==> src/rtl/erase_split_pkg.sv <==
`timescale 1ns/1ps
package erase_split_pkg;
   localparam logic [7:0] OP_SECTOR = 8'h20;
   localparam logic [7:0] OP_BLOCK  = 8'h52;

   typedef enum logic [1:0] {
      ST_IDLE  = 2'd0,
      ST_ISSUE = 2'd1
   } split_state_e;
endpackage

==> src/rtl/erase_req_check.sv <==
`timescale 1ns/1ps
module erase_req_check #(
   parameter int ADDR_W    = 24,
   parameter int SECTOR_LG = 12
) (
   input  logic [ADDR_W-1:0] offset,
   input  logic [ADDR_W:0]   length,
   output logic              misaligned,
   output logic              overrange,
   output logic              empty
);
   localparam int SUM_W = ADDR_W + 2;
   localparam logic [SUM_W-1:0] DEV_BYTES = {2'b01, {ADDR_W{1'b0}}};

   logic [SUM_W-1:0] end_addr;

   assign end_addr   = {2'b00, offset} + {1'b0, length};
   assign misaligned = (|offset[SECTOR_LG-1:0]) || (|length[SECTOR_LG-1:0]);
   assign overrange  = end_addr > DEV_BYTES;
   assign empty      = (length == '0);
endmodule

==> src/rtl/erase_step_pick.sv <==
`timescale 1ns/1ps
module erase_step_pick
   import erase_split_pkg::*;
#(
   parameter int ADDR_W    = 24,
   parameter int SECTOR_LG = 12,
   parameter int BLOCK_LG  = 15
) (
   input  logic              block_mode,
   input  logic [ADDR_W:0]   remaining,
   output logic [7:0]        opcode,
   output logic [ADDR_W:0]   step
);
   localparam logic [ADDR_W:0] SECTOR_BYTES = (ADDR_W+1)'(1) << SECTOR_LG;
   localparam logic [ADDR_W:0] BLOCK_BYTES  = (ADDR_W+1)'(1) << BLOCK_LG;

   logic use_block;

   assign use_block = block_mode && (remaining >= BLOCK_BYTES);
   assign opcode    = use_block ? OP_BLOCK : OP_SECTOR;
   assign step      = use_block ? BLOCK_BYTES : SECTOR_BYTES;
endmodule

==> src/rtl/erase_splitter.sv <==
`timescale 1ns/1ps
module erase_splitter
   import erase_split_pkg::*;
#(
   parameter int ADDR_W    = 24,
   parameter int SECTOR_LG = 12,
   parameter int BLOCK_LG  = 15,
   parameter int CNT_W     = 16,
   parameter int USE_BLOCK = 1
) (
   input  logic              clk,
   input  logic              rst_n,
   input  logic              req_start,
   input  logic [ADDR_W-1:0] req_offset,
   input  logic [ADDR_W:0]   req_length,
   output logic              busy,
   output logic              cmd_valid,
   output logic [7:0]        cmd_opcode,
   output logic [ADDR_W-1:0] cmd_addr,
   input  logic              cmd_done,
   input  logic              cmd_error,
   output logic              fin_done,
   output logic              fin_error,
   output logic [CNT_W-1:0]  cmd_count
);
   localparam int MAX_CMDS_LG = ADDR_W - SECTOR_LG;

   generate
      if (SECTOR_LG < 1 || BLOCK_LG <= SECTOR_LG || BLOCK_LG >= ADDR_W) begin : g_bad_geom
         $error("erase_splitter: need 0 < SECTOR_LG < BLOCK_LG < ADDR_W");
      end
      if (CNT_W <= MAX_CMDS_LG) begin : g_bad_cnt
         $error("erase_splitter: CNT_W too narrow for a full-device request");
      end
   endgenerate

   split_state_e      state;
   logic [ADDR_W-1:0] cur_addr;
   logic [ADDR_W:0]   remaining;
   logic              block_mode;
   logic              aligned_start;
   logic              misaligned, overrange, empty;
   logic [7:0]        step_op;
   logic [ADDR_W:0]   step;

   erase_req_check #(.ADDR_W(ADDR_W), .SECTOR_LG(SECTOR_LG)) u_check (
      .offset     (req_offset),
      .length     (req_length),
      .misaligned (misaligned),
      .overrange  (overrange),
      .empty      (empty)
   );

   erase_step_pick #(.ADDR_W(ADDR_W), .SECTOR_LG(SECTOR_LG), .BLOCK_LG(BLOCK_LG)) u_pick (
      .block_mode (block_mode),
      .remaining  (remaining),
      .opcode     (step_op),
      .step       (step)
   );

   generate
      if (USE_BLOCK != 0) begin : g_block_on
         assign aligned_start = ~|req_offset[BLOCK_LG-1:0];
      end else begin : g_block_off
         assign aligned_start = 1'b0;
      end
   endgenerate

   assign busy       = (state != ST_IDLE);
   assign cmd_valid  = (state == ST_ISSUE);
   assign cmd_opcode = step_op;
   assign cmd_addr   = cur_addr;

   always_ff @(posedge clk) begin
      if (!rst_n) begin
         state      <= ST_IDLE;
         cur_addr   <= '0;
         remaining  <= '0;
         block_mode <= 1'b0;
         fin_done   <= 1'b0;
         fin_error  <= 1'b0;
         cmd_count  <= '0;
      end else begin
         fin_done <= 1'b0;
         case (state)
            ST_IDLE: begin
               if (req_start) begin
                  cmd_count <= '0;
                  if (misaligned || overrange) begin
                     fin_done  <= 1'b1;
                     fin_error <= 1'b1;
                  end else if (empty) begin
                     fin_done  <= 1'b1;
                     fin_error <= 1'b0;
                  end else begin
                     state      <= ST_ISSUE;
                     cur_addr   <= req_offset;
                     remaining  <= req_length;
                     block_mode <= aligned_start;
                     fin_error  <= 1'b0;
                  end
               end
            end
            ST_ISSUE: begin
               if (cmd_done) begin
                  cmd_count <= cmd_count + 1'b1;
                  if (cmd_error) begin
                     state     <= ST_IDLE;
                     fin_done  <= 1'b1;
                     fin_error <= 1'b1;
                  end else begin
                     cur_addr  <= cur_addr + step[ADDR_W-1:0];
                     remaining <= remaining - step;
                     if (remaining == step) begin
                        state     <= ST_IDLE;
                        fin_done  <= 1'b1;
                        fin_error <= 1'b0;
                     end
                  end
               end
            end
            default: state <= ST_IDLE;
         endcase
      end
   end

   // a presented command is held until the engine completes it
   p_hold_cmd_r7: assert property (@(posedge clk) disable iff (!rst_n)
      cmd_valid && !cmd_done |=> cmd_valid && $stable(cmd_addr) && $stable(cmd_opcode));

   // every erase address sits on a sector boundary
   p_sector_align_r6: assert property (@(posedge clk) disable iff (!rst_n)
      cmd_valid |-> cmd_addr[SECTOR_LG-1:0] == '0);

   // block erases only on block boundaries, and only legal opcodes
   p_block_align_r5: assert property (@(posedge clk) disable iff (!rst_n)
      cmd_valid && cmd_opcode == OP_BLOCK |-> cmd_addr[BLOCK_LG-1:0] == '0);
   p_legal_op_r5: assert property (@(posedge clk) disable iff (!rst_n)
      cmd_valid |-> (cmd_opcode == OP_BLOCK || cmd_opcode == OP_SECTOR));

   // an engine error ends the request in the next cycle
   p_abort_r8: assert property (@(posedge clk) disable iff (!rst_n)
      cmd_valid && cmd_done && cmd_error |=> fin_done && fin_error && !cmd_valid);

   // count steps by one per completion handshake
   p_count_step_r9: assert property (@(posedge clk) disable iff (!rst_n)
      cmd_valid && cmd_done |=> cmd_count == $past(cmd_count) + 1'b1);

   // a running request cannot be restarted
   p_no_restart_r10: assert property (@(posedge clk) disable iff (!rst_n)
      busy && !cmd_done |=> busy);

   // misaligned requests are refused at once
   p_reject_r2: assert property (@(posedge clk) disable iff (!rst_n)
      !busy && req_start && misaligned |=> fin_done && fin_error && !busy);
endmodule

==> config.mk <==
export PLATFORM = sky130hd
export DESIGN_NAME = erase_splitter
export DESIGN_NICKNAME = d
export VERILOG_FILES = /design/src/rtl/erase_split_pkg.sv /design/src/rtl/erase_req_check.sv /design/src/rtl/erase_step_pick.sv /design/src/rtl/erase_splitter.sv
export SDC_FILE = /design/constraint.sdc
export NUM_CORES = 1
export LEC_CHECK = 0
export BUFFER_PORTS_ARGS = -buffer_cell sky130_fd_sc_hd__buf_2
export CAP_MARGIN = 5
export CORE_UTILIZATION = 56
export DETAILED_ROUTE_END_ITERATION = 8
export PLACE_DENSITY = 0.85
export SYNTH_ARGS = -nofsm -noshare
export SYNTH_HDL_FRONTEND = slang
export SYNTH_SLANG_ARGS = --single-unit
==> constraint.sdc <==
create_clock -name clk -period 5.9 [get_ports clk]
set_clock_uncertainty 0.2 [all_clocks]
set_input_delay 1.18 -clock clk [delete_from_list [all_inputs] [get_ports clk]]
set_output_delay 1.18 -clock clk [all_outputs]
set_load 0.01 [all_outputs]
# --- Word-level counts from Yosys, hierarchy flattened ---
# Cells that the tools add are included.
totals:
  mem_bits_rw: 0
  rom_bits: 0
  n_memories: 0
  latchBits: 0
  in_bits: 54
  reg_bits: 70
  word_cells: 76
op_classes:
  shift: 0
  div: 0
  n_mul: 0
  magnitude_cmp: 2
  bitwise_logic: 2
  eq_ne: 8
  n_addsub: 4
  n_reduce_logical: 16
  muxes: 37
ops:
  columns: ["cell", "count"]
  rows:
  - ["25-bit 2-to-1 mux", 5]
  - ["24-bit 2-to-1 mux", 5]
  - ["25-bit case mux with 2 select lines", 1]
  - ["16-bit 2-to-1 mux", 3]
  - ["24-bit case mux with 2 select lines", 1]
  - ["16-bit case mux with 2 select lines", 1]
  - ["24-bit by 25-bit adder with 26-bit output", 1]
  - ["26-bit by 25-bit > comparator with 1-bit output, second input constant", 1]
  - ["25-bit == test", 1]
  - ["25-bit by 16-bit >= comparator with 1-bit output, second input constant", 1]
  - ["25-bit logical NOT", 1]
  - ["25-bit subtractor", 1]
  - ["24-bit adder", 1]
  - ["12-bit OR reduction", 2]
  - ["16-bit by 1-bit adder with 16-bit output, second input constant", 1]
  - ["15-bit OR reduction", 1]
  - ["2-bit 2-to-1 mux", 6]
  - ["1-bit 2-to-1 mux", 11]
  - ["2-bit != test, second input constant", 4]
  - ["4-bit AND reduction", 2]
  - ["7-bit 2-to-1 mux", 1]
  - ["6-bit AND reduction", 1]
  - ["5-bit AND reduction", 1]
  - ["1-bit case mux with 2 select lines", 2]
  - ["11 further kinds", 14]

# --- Logic depth before layout (Yosys ltp) ---
depth:
  ltp_word: 8
  ltp_mapped: 16
  ltp_nobuf: 16

# --- Cells and area by module ---
# From an unflattened synthesis, not the netlist that was laid out.
unflattened:
  hier_cells: 1077
  hier_area_um2: 7845.0
by_module_without_submodules:
  columns: ["module", "area_each_um2", "seq_area_each_um2", "cells_each", "n_inst"]
  rows:
  - ["erase_splitter", 5740.5, 1381.3, 758, 1]
  - ["erase_req_check", 1821.7, 0.0, 282, 1]
  - ["erase_step_pick", 282.8, 0.0, 37, 1]

# --- Worst setup path before layout ---
# OpenSTA, ideal clock, no wires.
synth_path:
  path_type: "input to register"
  start: "input req_offset[0]"
  end: "register remaining[24]"
  t_required_ns: 5.583
  setup_time_ns: 0.117
  stages: 14
  setup_slack_ns: 1.174
  arrival_time_ns: 4.408
  cell_sequence: "ha_1 -> inv_1 -> fa_1 -> nand2b_1 -> a211o_1 -> a211oi_1 -> nor2_1 -> a311oi_1 -> o2111ai_1 -> or3_1 -> o32a_1 -> clkbuf_1 -> a21o_1 -> a32o_1"
synth_via:
  elab_chain_len: 5
synth_lines:
  columns: ["item", "line_no", "text"]
  rows:
  - ["start: declaration", "erase_splitter.sv:14", "input logic [ADDR_W-1:0] req_offset,"]
  - ["24-bit by 25-bit adder with 26-bit output or 12-bit OR reduction (tied branches)", "erase_req_check.sv:17, erase_req_check.sv:18", null]
  - ["26-bit by 25-bit > comparator with 1-bit output or 1-bit logical OR (tied branches)", "erase_req_check.sv:19, erase_req_check.sv:18", null]
  - ["1-bit logical OR (*)", "erase_splitter.sv:89", "if (misaligned || overrange) begin"]
  - ["2-bit != test (no line) (*)", null, null]
  - ["6-bit AND reduction (no line) (*)", null, null]
  - ["end signal: assignment", "erase_splitter.sv:98", "remaining <= req_length;"]
  - ["end signal: assignment", "erase_splitter.sv:113", "remaining <= remaining - step;"]
  - ["end: declaration", "erase_splitter.sv:39", "logic [ADDR_W:0] remaining;"]
# Mark *: on every way between the ends. The rest lies on a longest branch, timed or not.
# A chain may end at the register's enable or synchronous reset.

# --- Final worst setup path ---
layout_path:
  start: "input req_offset[0]"
  end: "register cur_addr[15], in the netlist cmd_addr[15]"
layout_via:
  elab_chain_len: 5
layout_lines:
  columns: ["item", "line_no", "text"]
  rows:
  - ["24-bit by 25-bit adder with 26-bit output or 12-bit OR reduction (tied branches)", "erase_req_check.sv:17, erase_req_check.sv:18", null]
  - ["26-bit by 25-bit > comparator with 1-bit output or 1-bit logical OR (tied branches)", "erase_req_check.sv:19, erase_req_check.sv:18", null]
  - ["1-bit logical OR (*)", "erase_splitter.sv:89", null]
  - ["2-bit != test (no line) (*)", null, null]
  - ["6-bit AND reduction (no line) (*)", null, null]
  - ["end signal: assignment", "erase_splitter.sv:97", "cur_addr <= req_offset;"]
  - ["end signal: assignment", "erase_splitter.sv:112", "cur_addr <= cur_addr + step[ADDR_W-1:0];"]
  - ["end: declaration", "erase_splitter.sv:38", "logic [ADDR_W-1:0] cur_addr;"]
# Marks and branches as above.

==> results_dict.tcl <==
set metrics [dict create \
    endpoint "cmd_addr[15]$_SDFFE_PN0P_" \
    grt_pass1_wl_um 24800 \
    gp_congestion 0.935 \
    power_mw 1.12 \
    routedWlPerCell_um 17.4 \
    grt_max_degree 40 \
    grt.overflow.total 0 \
    vias 5569 \
    hold_path_class "reg -> reg" \
    cp_slowest_cell "a211oi_1" \
    critPathLaunchType "primary input" \
    via_per_inst 6.50 \
    setup_ws_ps 672 \
    vdd_drop_max_uv 160 \
    dp_hpwl_um 11300 \
    cts_buffers 9 \
    fin_setup_tns_ps 0 \
    die-area_um2 9510 \
    cts_resized 0 \
    crit_required_ps 5900 \
    reg2reg_to "cmd_addr[21]$_SDFFE_PN0P_" \
    fmax_mhz 191 \
    rrSetupSlack_ps 1230 \
    start_util 0.583 \
    max_slew_margin 0.324 \
    finalCritPeriodShare 0.886 \
    regArea_um2 1380 \
    yosys_warnings 0 \
    grt_antenna_before_repair 0 \
    die_w_um 97.5 \
    swShare 0.313 \
    setup_viol 0 \
    comb_power_share 0.220 \
    ys_types 69 \
    rsz0062_at_grt "no" \
    postCtsSetupRepairBufs 0 \
    p_clk_frac 0.359 \
    hold_ws_ps 259 \
    synth_edf_count 0 \
    max_stage_delay_ps 520 \
    avgSynthCellArea_um2 7.60 \
    critPathCaptureType "register" \
    ff2ff_path_depth 14 \
    grt_pass1_vias 5086 \
    grt_usage 0.315 \
    switching_power_mw 0.350 \
    clockBufferDepth 2 \
    final_cell_mix "buf_2 (101), nand2_1 (70), dfxtp_1 (69)" \
    synth_top_area_frac 0.270 \
    critical_path_class "in -> reg" \
    synth_top_cell_by_area "dfxtp_1" \
    power_per_cell_area_nw_per_um2 193 \
    num_rows 34 \
    maxSlewViolCount 0 \
    cts_root_buffer "clkbuf_8" \
    detail_route.drc_violations 0 \
    cts_tree "done" \
    nFillCells 764 \
    cap_violations 0 \
    pre_cts_slack_ps 456 \
    period_minus_slack_ps 5230 \
    critPathMaxFanout 15 \
    reg2reg_from "remaining[17]$_SDFFE_PN0P_" \
    synth-main-ff-cell "dfxtp_1" \
    dr.pass1.iters 6 \
    core_area_um2 8760 \
    async_reset_ff_frac 0 \
    startpoint "req_offset[0]" \
    nets 830 \
    outcome "finished, final reports clean" \
    utilization 0.659 \
    syn_area_um2 5110 \
    synth-seq-cells 69 \
    synthToLayoutAreaGrowth_pct 13.1 \
    ant_nets 0 \
    cts_hold_repair.buffers 0 \
    worstPathCellList "buf_2 > ha_1 > inv_1 > fa_1 > nand2b_1 > a211o_1 > a211oi_1 > nor2_1 > a311oi_1 > o2111ai_1 > or3_1 > o32a_1 > o21ai_1 > o21ai_0" \
    crit_arrival_ps 5230 \
    cts.clk_slew.worst_paths_ps 80 \
    clkSinkCount 69 \
    wl_um 14900 \
    drtIter0Drc 436 \
    intPower_mw 0.768 \
    clk_latency_ps 340 \
    finalHoldViolations 0 \
    leakage_nw 2.40 \
    final_common_cell "buf_2" \
    syn_inst 672 \
    fp.dieH_um 97.5 \
    worst_pin_slew_ps 1010 \
    multiInputGateArea_um2 3460 \
    drive_gt1_frac 0.184 \
    antenna_cells 0 \
    pwr-share-seq 0.420 \
    synth_area_leaders "dfxtp_1 (27%), ha_1 (7.6%), a21oi_1 (5.3%), nand2_1 (5.1%), nor2_1 (3.8%)" \
    io_pins 106 \
    htreeDepth 3 \
    port_buffers 101 \
    yosysSeqAreaShare 0.270 \
]
## cell families (layout without fill, tap and decap cells)
group,Yosys count,count (layout),share of synthesized area
muxes,13,13,0.0267
and+or+nand+nor,289,289,0.292
xor gates and xnor gates,12,12,0.0206
adders and majority gates,32,32,0.0799
other,1,4,0.000734
DFF,69,69,0.270
buffers and inverters,63,137,0.0551
AOI/OAI and AO/OA,193,193,0.255
## worst max-delay path, delay by kind of cell
| family | cells | cell delay [ps] |
|---|---|---|
| fa+ha+maj | 2 | 590 |
| buf+inv | 2 | 160 |
| simple gates | 3 | 730 |
| compound gates | 7 | 2570 |
## routing by layer
| metal | GRT usage | vias up | wire length (um) |
|---|---|---|---|
| met4 | 0.0792 | 0 | 283 |
| met3 | 0.0590 | 44 | 1330 |
| met5 | 0 | - | 0 |
| met2 | 0.501 | 329 | 6710 |
| met1 | 0.439 | 2558 | 6600 |
| li1 | - | 2638 | - |
## worst min path at each step
stage,endpoint,depth (start not counted),from
6_report,cmd_addr[6]$_SDFFE_PN0P_,1,cmd_addr[6]$_SDFFE_PN0P_
3_5_place_dp,cmd_addr[1]$_SDFFE_PN0P_,1,cmd_addr[1]$_SDFFE_PN0P_
3_3_place_gp,remaining[0]$_SDFFE_PN0P_,1,remaining[0]$_SDFFE_PN0P_
5_1_grt,cmd_addr[8]$_SDFFE_PN0P_,1,cmd_addr[8]$_SDFFE_PN0P_
2_1_floorplan,remaining[9]$_SDFFE_PN0P_,1,remaining[9]$_SDFFE_PN0P_
4_1_cts,cmd_addr[8]$_SDFFE_PN0P_,1,cmd_addr[8]$_SDFFE_PN0P_
## through the flow
| step | instances | area, um^2 |
|---|---|---|
| global route | 857 | 5780 |
| detailed placement | 841 | 5570 |
| floorplan | 675 | 5120 |
| finish | 857 | 5780 |
| global placement | 841 | 5570 |
| CTS | 857 | 5780 |
## Yosys cell counts (all sizes together), types with 5 or more instances
cell type / number
o2111ai: 6
nand3: 30
nand2: 70
nor2b: 5
nor4: 12
xor2: 10
or2: 6
buf: 19
o221ai: 6
dfxtp: 69
a21oi: 56
ha: 31
o21a: 10
or3: 5
o21ai: 24
a21o: 10
nand4: 15
mux2i: 8
nor3: 23
clkbuf: 28
o211ai: 13
a211oi: 16
nor2: 52
nand2b: 6
and3: 9
nand3b: 11
mux2: 5
and2: 30
or4: 6
a31oi: 18
inv: 16
## power by group through the flow
stage | Clock [mW] | Combinational (mW) | Sequential (mW)
2_1_floorplan | 0 | 0.169 | 0.480
3_3_place_gp | 0 | 0.235 | 0.480
3_5_place_dp | 0 | 0.239 | 0.481
4_1_cts | 0.402 | 0.241 | 0.470
5_1_grt | 0.426 | 0.271 | 0.470
6_report | 0.402 | 0.246 | 0.470
## sequential cells by signal, indices dropped and copies added (netlist names)
name and cells:
cmd_count 16, fin_done 1, block_mode 1, remaining 25, fin_error 1, cmd_addr 24
state 1
## cell type report
| class | instances | share of cell area |
|---|---|---|
| flip-flops and latches | 69 | 0.239 |
| multi-input cells | 543 | 0.598 |
| inverters | 16 | 0.0104 |
| clock inverters | 6 | 0.0121 |
| clock buffers | 10 | 0.0238 |
| repair buffers | 105 | 0.0927 |
| well taps | 108 | 0.0234 |
No activity file was read; power rests on OpenSTA's default activity.
